==> config.mk <==
export PLATFORM = sky130hd
export DESIGN_NAME = inband_code_detector
export DESIGN_NICKNAME = d
export VERILOG_FILES = /design/src/rtl/ibc_pkg.sv /design/src/rtl/ibc_matcher.sv /design/src/rtl/ibc_irq.sv /design/src/rtl/inband_code_detector.sv
export SDC_FILE = /design/constraint.sdc
export NUM_CORES = 1
export LEC_CHECK = 0
export BUFFER_PORTS_ARGS = -buffer_cell sky130_fd_sc_hd__buf_4
export CORE_MARGIN = 1
export CORE_UTILIZATION = 60
export CTS_CLUSTER_SIZE = 8
export DETAILED_ROUTE_END_ITERATION = 8
export PLACE_DENSITY = 0.81
export SYNTH_ARGS = -nofsm -noshare
export SYNTH_HDL_FRONTEND = slang
export SYNTH_SLANG_ARGS = --single-unit
==> constraint.sdc <==
create_clock -name clk -period 4.57 [get_ports clk]
set_input_delay 0.457 -clock clk [delete_from_list [all_inputs] [get_ports clk]]
set_output_delay 0.457 -clock clk [all_outputs]
set_load 0.03 [all_outputs]
==> src/rtl/ibc_pkg.sv <==
package ibc_pkg;
  // Index of the last code bit for a length select: 00->4 (5 bits) .. 11->7 (8 bits)
  function automatic logic [2:0] code_last(input logic [1:0] sel);
    return 3'd4 + {1'b0, sel};
  endfunction
endpackage

==> src/rtl/ibc_matcher.sv <==
module ibc_matcher
  import ibc_pkg::*;
#(
  parameter int unsigned WIN_BITS = 100,
  parameter int unsigned MAX_ERRS = 1,
  parameter int unsigned TIMER_W  = 13
) (
  input  logic               clk,
  input  logic               rst_n,
  input  logic               bit_valid,
  input  logic               bit_in,
  input  logic               tick,
  input  logic [1:0]         len_sel,
  input  logic [7:0]         pattern,
  input  logic [TIMER_W-1:0] thr,
  output logic               det
);
  localparam int unsigned BW = $clog2(WIN_BITS);
  localparam int unsigned EW = $clog2(MAX_ERRS + 3);

  logic [2:0]         phase_q, phase_n, last;
  logic [BW-1:0]      bcnt_q, bcnt_n;
  logic [EW-1:0]      errs_q, errs_n, err_sum;
  logic               qual_q, qual_n;
  logic [TIMER_W-1:0] timer_q, timer_n;
  logic               det_q, det_n;
  logic               exp_bit, miss, win_end, bad;

  always_comb begin
    last    = code_last(len_sel);
    exp_bit = pattern[last - phase_q];
    miss    = bit_valid && (bit_in != exp_bit);
    win_end = bit_valid && (bcnt_q == BW'(WIN_BITS - 1));
    err_sum = errs_q + EW'(miss);
    bad     = win_end && (err_sum > EW'(MAX_ERRS));

    phase_n = phase_q;
    bcnt_n  = bcnt_q;
    errs_n  = errs_q;
    qual_n  = qual_q;
    timer_n = timer_q;
    det_n   = det_q;

    if (bit_valid) begin
      if (bad)                  phase_n = phase_q;   // slip one bit
      else if (phase_q >= last) phase_n = 3'd0;
      else                      phase_n = phase_q + 3'd1;
      bcnt_n = win_end ? '0 : bcnt_q + BW'(1);
    end
    if (win_end)                                       errs_n = '0;
    else if (miss && (errs_q <= EW'(MAX_ERRS)))        errs_n = errs_q + EW'(1);
    if (win_end) qual_n = !bad;
    if (bad)                                           timer_n = '0;
    else if (qual_q && tick && (timer_q != '1))        timer_n = timer_q + TIMER_W'(1);
    if (bad)                 det_n = 1'b0;
    else if (timer_q > thr)  det_n = 1'b1;
  end

  always_ff @(posedge clk or negedge rst_n) begin
    if (!rst_n) begin
      phase_q <= '0;
      bcnt_q  <= '0;
      errs_q  <= '0;
      qual_q  <= 1'b0;
      timer_q <= '0;
      det_q   <= 1'b0;
    end else begin
      phase_q <= phase_n;
      bcnt_q  <= bcnt_n;
      errs_q  <= errs_n;
      qual_q  <= qual_n;
      timer_q <= timer_n;
      det_q   <= det_n;
    end
  end

  assign det = det_q;

  p_det_needs_good_window_r2: assert property (@(posedge clk) disable iff (!rst_n)
    det_q |-> qual_q);
  p_bad_window_restarts_r3: assert property (@(posedge clk) disable iff (!rst_n)
    bad |=> (!det_q && !qual_q && (timer_q == '0)));
  p_timer_idle_without_tick_r2: assert property (@(posedge clk) disable iff (!rst_n)
    (!tick && !bad) |=> $stable(timer_q));
  p_err_count_bounded_r2: assert property (@(posedge clk) disable iff (!rst_n)
    errs_q <= EW'(MAX_ERRS + 1));
endmodule

==> src/rtl/ibc_irq.sv <==
module ibc_irq #(
  parameter int unsigned N = 2
) (
  input  logic         clk,
  input  logic         rst_n,
  input  logic [N-1:0] status,
  input  logic         any_edge,
  input  logic [N-1:0] clr,
  input  logic [N-1:0] mask,
  output logic [N-1:0] flags,
  output logic         irq
);
  logic [N-1:0] prev_q, flags_q, flags_n, set_ev;

  always_comb begin
    set_ev  = (status & ~prev_q) | (any_edge ? (prev_q & ~status) : '0);
    flags_n = set_ev | (flags_q & ~clr);
  end

  always_ff @(posedge clk or negedge rst_n) begin
    if (!rst_n) begin
      prev_q  <= '0;
      flags_q <= '0;
    end else begin
      prev_q  <= status;
      flags_q <= flags_n;
    end
  end

  assign flags = flags_q;
  assign irq   = |(flags_q & ~mask);

  for (genvar i = 0; i < N; i++) begin : g_chk
    p_rise_sets_flag_r7: assert property (@(posedge clk) disable iff (!rst_n)
      $rose(status[i]) |=> flags_q[i]);
    p_clear_without_event_r9: assert property (@(posedge clk) disable iff (!rst_n)
      (clr[i] && $stable(status[i])) |=> !flags_q[i]);
  end
endmodule

==> src/rtl/inband_code_detector.sv <==
module inband_code_detector
  import ibc_pkg::*;
#(
  parameter int unsigned WIN_BITS    = 100,
  parameter int unsigned MAX_ERRS    = 1,
  parameter int unsigned ACT_MS      = 40,
  parameter int unsigned DEACT_T1_MS = 40,
  parameter int unsigned DEACT_E1_MS = 30,
  parameter int unsigned AUTO_MS     = 5100,
  parameter int unsigned TIMER_W     = 13
) (
  input  logic       clk,
  input  logic       rst_n,
  input  logic       bit_valid,
  input  logic       bit_in,
  input  logic       path_is_tx,
  input  logic       tick_ms,
  input  logic [1:0] act_len,
  input  logic [7:0] act_code,
  input  logic [1:0] deact_len,
  input  logic [7:0] deact_code,
  input  logic       e1_mode,
  input  logic       auto_lpbk,
  input  logic       irq_any_edge,
  input  logic [1:0] irq_mask,
  input  logic [1:0] irq_clr,
  output logic       act_status,
  output logic       deact_status,
  output logic       remote_lpbk,
  output logic       digital_lpbk,
  output logic [1:0] irq_flags,
  output logic       irq
);
  localparam int unsigned NCODE = 2;
  localparam logic [TIMER_W-1:0] ACT_THR = TIMER_W'(ACT_MS);
  localparam logic [TIMER_W-1:0] DT1_THR = TIMER_W'(DEACT_T1_MS);
  localparam logic [TIMER_W-1:0] DE1_THR = TIMER_W'(DEACT_E1_MS);
  localparam logic [TIMER_W-1:0] AUT_THR = TIMER_W'(AUTO_MS);

  logic [1:0]         sel_v [NCODE];
  logic [7:0]         pat_v [NCODE];
  logic [TIMER_W-1:0] thr_v [NCODE];
  logic [NCODE-1:0]   det_v, det_q, rise;
  logic               remote_q, remote_n, digital_q, digital_n;

  always_comb begin
    sel_v[0] = act_len;
    sel_v[1] = deact_len;
    pat_v[0] = act_code;
    pat_v[1] = deact_code;
    thr_v[0] = auto_lpbk ? AUT_THR : ACT_THR;
    thr_v[1] = auto_lpbk ? AUT_THR : (e1_mode ? DE1_THR : DT1_THR);
  end

  for (genvar c = 0; c < NCODE; c++) begin : g_code
    ibc_matcher #(
      .WIN_BITS (WIN_BITS),
      .MAX_ERRS (MAX_ERRS),
      .TIMER_W  (TIMER_W)
    ) u_match (
      .clk       (clk),
      .rst_n     (rst_n),
      .bit_valid (bit_valid),
      .bit_in    (bit_in),
      .tick      (tick_ms),
      .len_sel   (sel_v[c]),
      .pattern   (pat_v[c]),
      .thr       (thr_v[c]),
      .det       (det_v[c])
    );
  end

  always_comb begin
    rise      = det_v & ~det_q;
    remote_n  = remote_q;
    digital_n = digital_q;
    if (!auto_lpbk) begin
      remote_n  = 1'b0;
      digital_n = 1'b0;
    end else begin
      if (rise[0]) begin
        if (path_is_tx) digital_n = 1'b1;
        else            remote_n  = 1'b1;
      end
      if (rise[1]) begin
        if (path_is_tx) digital_n = 1'b0;
        else            remote_n  = 1'b0;
      end
    end
  end

  always_ff @(posedge clk or negedge rst_n) begin
    if (!rst_n) begin
      det_q     <= '0;
      remote_q  <= 1'b0;
      digital_q <= 1'b0;
    end else begin
      det_q     <= det_v;
      remote_q  <= remote_n;
      digital_q <= digital_n;
    end
  end

  ibc_irq #(.N(NCODE)) u_irq (
    .clk      (clk),
    .rst_n    (rst_n),
    .status   (det_v),
    .any_edge (irq_any_edge),
    .clr      (irq_clr),
    .mask     (irq_mask),
    .flags    (irq_flags),
    .irq      (irq)
  );

  assign act_status   = det_v[0];
  assign deact_status = det_v[1];
  assign remote_lpbk  = remote_q;
  assign digital_lpbk = digital_q;

  p_lpbk_off_when_manual_r6: assert property (@(posedge clk) disable iff (!rst_n)
    !auto_lpbk |=> (!remote_q && !digital_q));
  p_remote_only_rx_r6: assert property (@(posedge clk) disable iff (!rst_n)
    $rose(remote_q) |-> !$past(path_is_tx));
  p_digital_only_tx_r6: assert property (@(posedge clk) disable iff (!rst_n)
    $rose(digital_q) |-> $past(path_is_tx));
  p_masked_irq_quiet_r8: assert property (@(posedge clk) disable iff (!rst_n)
    (irq_mask == 2'b11) |-> !irq);
endmodule

==> flow_metrics.tcl, run 1 <==
set metrics [dict create \
    outcome "completed" \
    grt_pass1_wl_um 12120 \
    grt_busiest_layer "met2" \
    slew-limit-headroom_pct 30.87 \
    syn_area_per_cell_um2 9.736 \
    path_class "flop to flop" \
    finalWirelength_um 7179 \
    path_common_cell "mux2i_1" \
    port_buffers 39 \
    finalInstanceArea_mm2 0.004200 \
    cts-hold-fix-buffers 0 \
    crit_chain "ha_1, inv_1, fa_1, mux4_2, mux2i_1, mux2i_1, xnor2_2, nor2_2, a211o_1" \
    synthMostInstantiatedCell "dfrtp_1" \
    power_leakage_nw 2.011 \
    first_pass_iters 4 \
    core_mm2 0.005886 \
    vias 2869 \
    crit_path_max_fanout 16 \
    syn_inst 375 \
    fin_nets 483 \
    synth_top_area_share_pct 41.12 \
    yosysTopAreaCell "dfrtp_1" \
    cts_root_buf "clkbuf_8" \
    finalCritPeriodShare_pct 64.48 \
    synth_area_mm2 0.003651 \
    rr_worst_depth 9 \
    syn_nets 438 \
    grtUsageMet3_pct 6.971 \
    via_per_inst 5.749 \
    htreeDepth 3 \
    power.density_mw_per_mm2 400.8 \
    drv_cap 0 \
    fp.dieW_um 80.01 \
    clock_sinks 60 \
    cp_data_required_time_ns 4.85 \
    max_stage_delay_ns 0.53 \
    tightest_slew_ns 1.024 \
    clock.fmax_ghz 0.3393 \
    antenna_found_initial 0 \
    ys.flop_type "dfrtp_1" \
    cp-end-kind "flop" \
    drv_slew 0 \
    die_height_um 80.01 \
    grtUsageTotal_pct 25.14 \
    rows 28 \
    synthDistinctLibCells 56 \
    drtIter0Drc 198 \
    drtAntennaViolNets 0 \
    floorplan.initialDensity_pct 62.03 \
    tns_ns 0 \
    setup_viol 0 \
    ctsResizeCount 0 \
    clk_pin_slew_ns 0.07 \
    wl_per_cell_um 14.39 \
    dp_hpwl_um 5175 \
    ys_seq_elements 60 \
    hold_class "input port to async pin" \
    cts_tree "done" \
    synthTopCellsByCount "dfrtp_1 (60), nor2_1 (57), nand2_1 (30), ha_1 (28), inv_1 (25)" \
    min_period_ns 2.947 \
    overflow 0 \
    critPathCapture "g_code[0].u_match.phase_q[2]" \
    areaGrowthSynthToFinish_pct 15.04 \
    grt_max_degree 61 \
    drc 0 \
    finalHoldViolCount 0 \
    place_area_mm2 0.004013 \
    cts_setup_buffers 0 \
    cts_buffer_depth 2 \
    insertion_delay_ns 0.34 \
    layout-drive-gt1-share_pct 15.80 \
    yosysWarnings 0 \
    synthTopCellsByArea "dfrtp_1 (41%), ha_1 (9.6%), nor2_1 (5.9%), xnor2_1 (4.6%), xor2_1 (3.8%)" \
    cp.arrival_ns 3.22 \
    rsz0062_at_grt "no" \
    fin_skew_ns 0.007349 \
    synth_edf_count 0 \
    async_flop_share_pct 100.0 \
    timing.rr.start "g_code[0].u_match.phase_q[0]" \
    slowest_stage "nor2_2" \
    die-area_mm2 0.006401 \
    peakVddDrop_v 0.0003096 \
    r2r_end "g_code[0].u_match.phase_q[2]" \
    seq_area_frac_synth_pct 41.12 \
    pin_count 40 \
    reg2reg_slack_ns 1.62 \
    gp_congestion 0.8663 \
    grtUsageMet1_pct 30.24 \
    crit_path_start_kind "flop" \
    antenna_cells 0 \
    cp-startpoint "g_code[0].u_match.phase_q[0]" \
    met2_usage_pct 42.48 \
    numCtsBuffers 9 \
    grt_pass1_vias 2808 \
]
==> final cells by class <==
class | instances | area [µm²]
fillers | 431 | 1685
inverters | 25 | 93.84
clock inverters | 1 | 5.005
well taps | 75 | 93.84
flip-flops and latches | 60 | 1501
clock buffers | 14 | 182.7
multi-input cells | 283 | 2016
repair buffers | 41 | 307.8
==> state kept, by name, summed over array words and instances (netlist names) <==
register / cells
g_code.u_match.qual_q: 2
g_code.u_match.errs_q: 4
g_code.u_match.bcnt_q: 14
digital_lpbk: 1
remote_lpbk: 1
g_code.u_match.timer_q: 26
g_code.u_match.det: 2
g_code.u_match.phase_q: 6
u_irq.prev_q: 2
u_irq.flags: 2
==> where the power goes <==
group / internal, mW / switching, mW
Sequential: 0.618 / 0.0937
Clock: 0.252 / 0.198
Combinational: 0.278 / 0.243
Total: 1.15 / 0.535
==> stage by stage <==
stage | setup slack (ns) | util (%) | total power [mW] | hold slack, ns | std cells
2_1_floorplan | 1.818 | - | 1.115 | 0.1614 | 375
3_3_place_gp | 1.516 | 68.18 | 1.207 | 0.4617 | 484
3_5_place_dp | 1.431 | 68.18 | 1.241 | 0.4734 | 484
4_1_cts | 1.584 | 71.36 | 1.697 | 0.2070 | 499
5_1_grt | 1.427 | 71.36 | 1.792 | 0.2551 | 499
6_report | 1.623 | 71.36 | 1.683 | 0.1732 | 499
==> kinds of logic after synthesis <==
group	after synthesis	share of synthesized area [%]
buffers and inverters	32	3.667
and+or+nand+nor	147	19.47
DFF	60	41.12
xor gates and xnor gates	36	8.842
AOI/OAI and AO/OA	54	9.939
adders and majority gates	30	10.69
muxes	16	6.271
==> per-layer routing <==
metal | wire length, µm | share of wire, %
met3 | 301 | 4.2
met1 | 3139 | 44
met5 | 0 | 0
met2 | 3606 | 50
met4 | 131 | 1.8
==> critical path, delay by kind of cell, from the launching register on <==
kind | cells | cell delay [ns]
AO/OA/AOI/OAI | 1 | 0.22
XOR/XNOR | 1 | 0.11
adder cells (fa/ha/maj) | 2 | 0.64
buffers and inverters | 1 | 0.08
flip-flops | 1 | 0.42
multiplexers | 3 | 0.88
AND/OR/NAND/NOR | 1 | 0.53
==> worst min path at each step <==
stage	slack (ns)	end	cells past startpoint
2_1_floorplan	0.16	digital_lpbk	0
3_3_place_gp	0.46	u_irq.prev_q[0]	0
3_5_place_dp	0.47	u_irq.prev_q[0]	0
4_1_cts	0.21	g_code[1].u_match.timer_q[2]	1
5_1_grt	0.26	g_code[1].u_match.timer_q[2]	1
6_report	0.17	g_code[1].u_match.timer_q[0]	1
==> cells in the final DEF, fill, tap and decap left out, drive strengths merged, types with 2 or more instances in the layout <==
master  instances
clkbuf         14
a31oi           5
o221ai          2
xnor2          20
nor4bb          2
or3             3
nor2           58
mux4            4
nand2          30
buf            41
dfrtp          60
nand4          11
inv            25
a21o            4
ha             28
and3            6
mux2i           6
fa              2
a21oi          16
nand3          10
and4            4
o21ai           8
nor3            7
nand2b          5
and2            4
a21boi          3
o211ai          2
nor2b           3
xor2           16
mux2            6
No activity file was read; power rests on OpenSTA's default activity.
==> inputs of run 2 (changes only) <==
--- a/config.mk
+++ b/config.mk
@@ -5,12 +5,13 @@
 export SDC_FILE = /design/constraint.sdc
 export NUM_CORES = 1
 export LEC_CHECK = 0
+export ABC_AREA = 1
 export BUFFER_PORTS_ARGS = -buffer_cell sky130_fd_sc_hd__buf_4
 export CORE_MARGIN = 1
-export CORE_UTILIZATION = 60
+export CORE_UTILIZATION = 54
 export CTS_CLUSTER_SIZE = 8
 export DETAILED_ROUTE_END_ITERATION = 8
-export PLACE_DENSITY = 0.81
+export PLACE_DENSITY = 0.77
 export SYNTH_ARGS = -nofsm -noshare
 export SYNTH_HDL_FRONTEND = slang
 export SYNTH_SLANG_ARGS = --single-unit
==> constraint.sdc (replaced) <==
create_clock -name clk -period 2.6 [get_ports clk]
set_input_delay 0.26 -clock clk [delete_from_list [all_inputs] [get_ports clk]]
set_output_delay 0.26 -clock clk [all_outputs]
set_load 0.03 [all_outputs]
==> run 2 against run 1 <==
The run now ends with hold timing left. Global-route usage down 1.6 points. Critical path depth up 5. Combinational power rose to 3.5 times the previous value. Fmax up 26%. Clock skew up 0.0017 ns. Clock-buffer cell count down 2. Design area up 12%.
==> flow_metrics.tcl, run 2 <==
set metrics [dict create \
    slowest_stage "fa_1" \
    drtIter0Drc 166 \
    seq_area_frac_synth_pct 36.93 \
    grtUsageMet1_pct 28.80 \
    drc 0 \
    cp.arrival_ns 2.56 \
    crit_path_max_fanout 11 \
    synthDistinctLibCells 36 \
    die-area_mm2 0.007879 \
    stdcell_count 678 \
    cts_root_buf "clkbuf_8" \
    synthTopCellsByCount "nand2_1 (114), inv_1 (100), dfrtp_1 (60), nand3_1 (42), nor2_1 (34)" \
    final_common_cell "nand2_1" \
    crit_chain "ha_1, inv_1, fa_1, inv_1, nand3_1, nand3_2, nand2_1, nand2_1, nand4_1, nand2_1, nand3_4, buf_12, o21ai_0, inv_1" \
    floorplan.initialDensity_pct 56.05 \
    synth_edf_count 0 \
    outcome "finished with violations" \
    yosysWarnings 0 \
    drv_slew 0 \
    slew-limit-headroom_pct 49.90 \
    first_pass_iters 4 \
    rows 31 \
    max_stage_delay_ns 0.46 \
    power.density_mw_per_mm2 904.4 \
    wl_per_cell_um 12.28 \
    syn_area_per_cell_um2 7.773 \
    synth_top_area_share_pct 36.93 \
    vias 3524 \
    fin_nets 637 \
    clock.fmax_ghz 0.4272 \
    via_per_inst 5.198 \
    insertion_delay_ns 0.33 \
    tightest_slew_ns 0.7515 \
    setup_viol 0 \
    core_mm2 0.007253 \
    grt_pass1_wl_um 14300 \
    met2_usage_pct 40.49 \
    synthMostInstantiatedCell "nand2_1" \
    final_cell_mix "nand2_1 (114), inv_1 (100), dfrtp_1 (60)" \
    finalHoldViolCount 7 \
    pwr-share-seq_pct 37.1 \
    violations "hold timing" \
    reg.largest.list "g_code.u_match.timer_q: 26 flops, g_code.u_match.bcnt_q: 14 flops, g_code.u_match.phase_q: 6 flops" \
    layout-drive-gt1-share_pct 17.79 \
    ys.flop_type "dfrtp_1" \
    hold_class "input port to async pin" \
    clock_sinks 60 \
    place_inst 657 \
    antenna_found_initial 0 \
    gp_congestion 0.8463 \
    path_class "flop to flop" \
    cts_tree "done" \
    peakVddDrop_v 0.0005397 \
    yosysTopAreaCell "dfrtp_1" \
    ys_seq_elements 60 \
    place_area_mm2 0.004424 \
    numCtsBuffers 9 \
    clk_pin_slew_ns 0.07 \
    die_height_um 88.77 \
    finalPower_mw 4.241 \
    areaGrowthSynthToFinish_pct 15.36 \
    grtUsageMet3_pct 6.250 \
    synth_area_mm2 0.004065 \
    drv_cap 0 \
    async_flop_share_pct 100.0 \
    grt_max_degree 61 \
    grt_pass1_vias 3371 \
    cts_buffer_depth 2 \
    cp-end-kind "flop" \
    internal_power_mw 2.452 \
    registers.top_by_ff_count "g_code.u_match.timer_q" \
    port_buffers 39 \
    grt_busiest_layer "met2" \
    cp_data_required_time_ns 2.82 \
    comb_power_share_pct 42.8 \
    tns_ns 0 \
    finalCritPeriodShare_pct 90.04 \
    crit_path_start_kind "flop" \
    pin_count 40 \
    fin_skew_ns 0.009050 \
    switching_share_pct 42.19 \
    syn_nets 586 \
    htreeDepth 3 \
    fp.dieW_um 88.77 \
    p_sw_mw 1.789 \
    syn_inst 523 \
    synthTopCellsByArea "dfrtp_1 (37%), nand2_1 (11%), inv_1 (9.2%), ha_1 (8.6%), nand3_2 (6.2%)" \
    cts-hold-fix-buffers 0 \
    overflow 0 \
    drtAntennaViolNets 0 \
    finalWirelength_um 8326 \
    power_leakage_nw 2.555 \
    clkPwrFrac_pct 20.1 \
    dp_hpwl_um 6267 \
    grtUsageTotal_pct 23.56 \
    rsz0062_at_grt "no" \
    finalInstanceArea_mm2 0.004690 \
    largest_register_ff_count 26 \
    min_period_ns 2.341 \
    antenna_cells 0 \
    whs_ns -0.02210 \
]
run 2: critical path, delay by kind of cell (launching register included):
family / cells / cell delay [ns]
buffers and inverters: 4 / 0.40
adder cells (fa/ha/maj): 2 / 0.65
flip-flops: 1 / 0.41
AO/OA/AOI/OAI: 1 / 0.08
AND/OR/NAND/NOR: 7 / 0.66
run 2: final timing paths:
check                                                 to  slack [ns]                          from  depth (start not counted)
max                        g_code[1].u_match.timer_q[12]        0.26  g_code[1].u_match.phase_q[0]                         14
min                         g_code[1].u_match.timer_q[2]       -0.02                         rst_n                          1
max reg2reg                g_code[1].u_match.timer_q[12]        0.26  g_code[1].u_match.phase_q[0]                         14
min reg2reg                              u_irq.prev_q[0]        0.40         g_code[0].u_match.det                          0
max in group asynchronous   g_code[0].u_match.timer_q[0]        2.11                         rst_n                          1
min in group clk                          u_irq.flags[1]        0.12                    irq_clr[1]                          2
run 2: timing repair:
item / 4_1_cts / 5_1_grt
gates resized for setup: 0 / 0
setup endpoints to repair: 0 / 6
buffers inserted: 0 / 5
run 2: cell type report:
class / instances / area, µm²
clock buffer: 12 / 155.1
clock inverter: 4 / 47.55
fill: 614 / 2564
inverter: 107 / 404.1
multi-input combinational: 352 / 2102
sequential: 60 / 1501
tap: 99 / 123.9
timing repair buffer: 44 / 355.3
run 2: stage by stage:
step / utilization [%] / hold slack, ns / setup slack, ns
floorplan: - / -0.03559 / 0.5226
global placement: 61.00 / 0.3716 / 0.3056
detailed placement: 61.00 / 0.3801 / 0.1740
CTS: 63.79 / 0.01724 / 0.1540
global route: 64.65 / 0.04831 / 0.05251
finish: 64.65 / -0.02210 / 0.2590
run 2: routing by layer:
layer  vias up  wire length (µm)
met2        82              4090
met4         0               128
met1      1625              3752
met3        14               354
li1       1803                 -
met5         -                 0
run 2: cells by family (layout without fill, tap and decap cells):
family	count (synthesis)	count (layout)	share of synthesized area, %
AO/OA/AOI/OAI	57	57	8.033
XOR/XNOR	9	9	1.939
adder cells (fa/ha/maj)	30	30	9.603
buffers and inverters	111	167	11.36
flip-flops	60	60	36.93
AND/OR/NAND/NOR	256	256	32.13
run 2: power groups by stage:
stage / logic (mW) / registers [mW] / clock network [mW]
floorplan: 1.45 / 1.49 / 0
global placement: 1.71 / 1.56 / 0
detailed placement: 1.81 / 1.58 / 0
CTS: 1.83 / 1.57 / 0.873
global route: 2.11 / 1.62 / 0.916
finish: 1.81 / 1.57 / 0.854
==> inputs of run 3 (changes only) <==
--- a/config.mk
+++ b/config.mk
@@ -7,11 +7,14 @@
 export LEC_CHECK = 0
 export ABC_AREA = 1
 export BUFFER_PORTS_ARGS = -buffer_cell sky130_fd_sc_hd__buf_4
+export CELL_PAD_IN_SITES_DETAIL_PLACEMENT = 2
+export CELL_PAD_IN_SITES_GLOBAL_PLACEMENT = 2
 export CORE_MARGIN = 1
-export CORE_UTILIZATION = 54
+export CORE_UTILIZATION = 32
 export CTS_CLUSTER_SIZE = 8
 export DETAILED_ROUTE_END_ITERATION = 8
-export PLACE_DENSITY = 0.77
+export GPL_TIMING_DRIVEN = 0
+export PLACE_DENSITY_LB_ADDON = 0.1
 export SYNTH_ARGS = -nofsm -noshare
 export SYNTH_HDL_FRONTEND = slang
 export SYNTH_SLANG_ARGS = --single-unit
==> run 3 against run 2 <==
The flow now finishes without violations. Design area grew 4.7%. Clock power up 51%. Combinational power rose by 6%. Worst setup slack worse by 0.030 ns. Critical path type unchanged. Largest power group unchanged. Highest routed layer unchanged.
==> flow_metrics.tcl, run 3 (synthesis results as in run 2) <==
set metrics [dict create \
    outcome "completed" \
    cts_buffer_depth 2 \
    peakVddDrop_v 0.0004243 \
    dp_hpwl_um 8880 \
    path_common_cell "nand2_1" \
    antenna_found_initial 0 \
    finalWirelength_um 11320 \
    rows 40 \
    fp.dieW_um 114.7 \
    r2r_end "g_code[0].u_match.phase_q[2]" \
    gp_congestion 0.7480 \
    finalCritPeriodShare_pct 91.19 \
    grt_max_degree 61 \
    place_area_mm2 0.004568 \
    final_cell_mix "nand2_1 (113), inv_1 (100), dfrtp_1 (60)" \
    wl_per_cell_um 15.12 \
    power.density_mw_per_mm2 973.4 \
    cts_root_buf "clkbuf_16" \
    grtUsageTotal_pct 19.03 \
    cp-startpoint "g_code[0].u_match.phase_q[0]" \
    cp-end-kind "flop" \
    die-area_mm2 0.01316 \
    registers.top_by_ff_count "g_code.u_match.timer_q" \
    antenna_cells 0 \
    drv_slew 0 \
    first_pass_iters 4 \
    via_per_inst 4.892 \
    setup_viol 0 \
    clk_pin_slew_ns 0.05 \
    min_period_ns 2.371 \
    max_stage_delay_ns 0.46 \
    reg2reg_slack_ns 0.23 \
    drtAntennaViolNets 0 \
    final_common_cell "nand2_1" \
    fill_cells 1466 \
    port_buffers 39 \
    insertion_delay_ns 0.33 \
    path_class "flop to flop" \
    rr_worst_depth 15 \
    utilization_pct 40.22 \
    multi_input_area_mm2 0.002105 \
    hold_class "input port to async pin" \
    htreeDepth 3 \
    areaGrowthSynthToFinish_pct 20.81 \
    grt_pass1_vias 4161 \
    clock_sinks 60 \
    fin_skew_ns 0.005204 \
    finalHoldViolCount 0 \
    die_height_um 114.7 \
    pin_count 40 \
    fin_nets 639 \
    grt_pass1_wl_um 19430 \
    cp.arrival_ns 2.59 \
    numCtsBuffers 9 \
    crit_chain "ha_1, inv_1, fa_1, inv_1, nand3_1, nand3_2, nand2_1, nand2_1, nand2_1, nor2_2, nand3_2, nand3_4, nand2_1, nand2_1, nand2_1" \
    layout-drive-gt1-share_pct 18.07 \
    floorplan.initialDensity_pct 33.29 \
    finalInstanceArea_mm2 0.004911 \
    critPathBufInv 2 \
    crit_cells 15 \
    largest_register_ff_count 26 \
    cp_top_family "simple AND/OR/NAND/NOR gates" \
    cts_tree "done" \
    reg.largest.list "g_code.u_match.timer_q: 26 flops, g_code.u_match.bcnt_q: 14 flops, g_code.u_match.phase_q: 6 flops" \
    drtIter0Drc 131 \
    slowest_stage "fa_1" \
    drc 0 \
    timing.rr.start "g_code[0].u_match.phase_q[0]" \
    crit_path_max_fanout 9 \
    core_mm2 0.01221 \
    cp_data_required_time_ns 2.82 \
    tightest_slew_ns 0.8220 \
    vias 3664 \
    seq_area_mm2 0.001501 \
    clock.fmax_ghz 0.4218 \
    critPathCapture "g_code[0].u_match.phase_q[2]" \
    overflow 0 \
    power_leakage_nw 2.620 \
    crit_path_start_kind "flop" \
    slew-limit-headroom_pct 45.20 \
    drv_cap 0 \
]
[run 3: cell count changes in the layout (fill, tap and decap cells not counted), sizes merged]
cell      delta
clkbuf       +1
clkinvlp     -1
clkinv       +1
bufinv       +1
[run 3: power breakdown]
part	switching, mW	internal [mW]	total (mW)
Combinational	1.18	0.727	1.91
Clock	0.433	0.860	1.29
Sequential	0.339	1.24	1.58
Total	1.95	2.83	4.78
[run 3: worst reg2reg max path: stages (launching register included)]
cell and delay [ns]:
dfrtp_1 0.41, ha_1 0.19, inv_1 0.08, fa_1 0.46, inv_1 0.11, nand3_1 0.09, nand3_2 0.07, nand2_1 0.06
nand2_1 0.10, nand2_1 0.08, nor2_2 0.12, nand3_2 0.10, nand3_4 0.14, nand2_1 0.13, nand2_1 0.08, nand2_1 0.04
[run 3: cell type report]
class	count	area share (%)
Clock buffer	11	4.943
Inverter	107	8.229
Multi-Input combinational cell	352	42.85
Clock inverter	5	1.529
Timing Repair Buffer	42	6.420
Buffer	4	1.172
Sequential cell	60	30.57
Tap cell	168	4.280
[run 3: per-layer routing]
metal  routed length (µm)  global-route usage (%)  part of all wire (%)
met1                 5208                   22.43                    46
met2                 5702                   34.83                    50
met3                  274                   4.659                   2.4
met4                  138                   4.242                   1.2
met5                    0                       0                     0
[run 3: worst min-delay path by stage]
stage                                   endpoint  slack (ns)  depth (start not counted)             startpoint
floorplan                           digital_lpbk       -0.04                          0                  rst_n
global route        g_code[1].u_match.timer_q[3]        0.09                          1                  rst_n
detailed placement  g_code[1].u_match.timer_q[3]        0.41                          1                  rst_n
global placement                 u_irq.prev_q[0]        0.40                          0  g_code[0].u_match.det
CTS                 g_code[1].u_match.timer_q[3]        0.05                          1                  rst_n
finish              g_code[1].u_match.timer_q[3]       0.007                          1                  rst_n
[run 3: stage by stage]
step	total power [mW]	cells	TNS (ns)	setup WS, ns	hold slack, ns
global placement	3.371	730	0	0.1459	0.3964
floorplan	2.945	523	0	0.5226	-0.03559
finish	4.781	749	0	0.2291	0.007044
detailed placement	3.539	730	0	0.08827	0.4066
global route	5.216	749	-0.0001066	-0.0001066	0.08979
CTS	4.882	746	0	0.1518	0.05429
[run 3: repair_timing]
item	in CTS	in global routing
setup endpoints to repair	0	4
buffers inserted	0	3
gates resized for setup	0	1
hold buffers	0	0
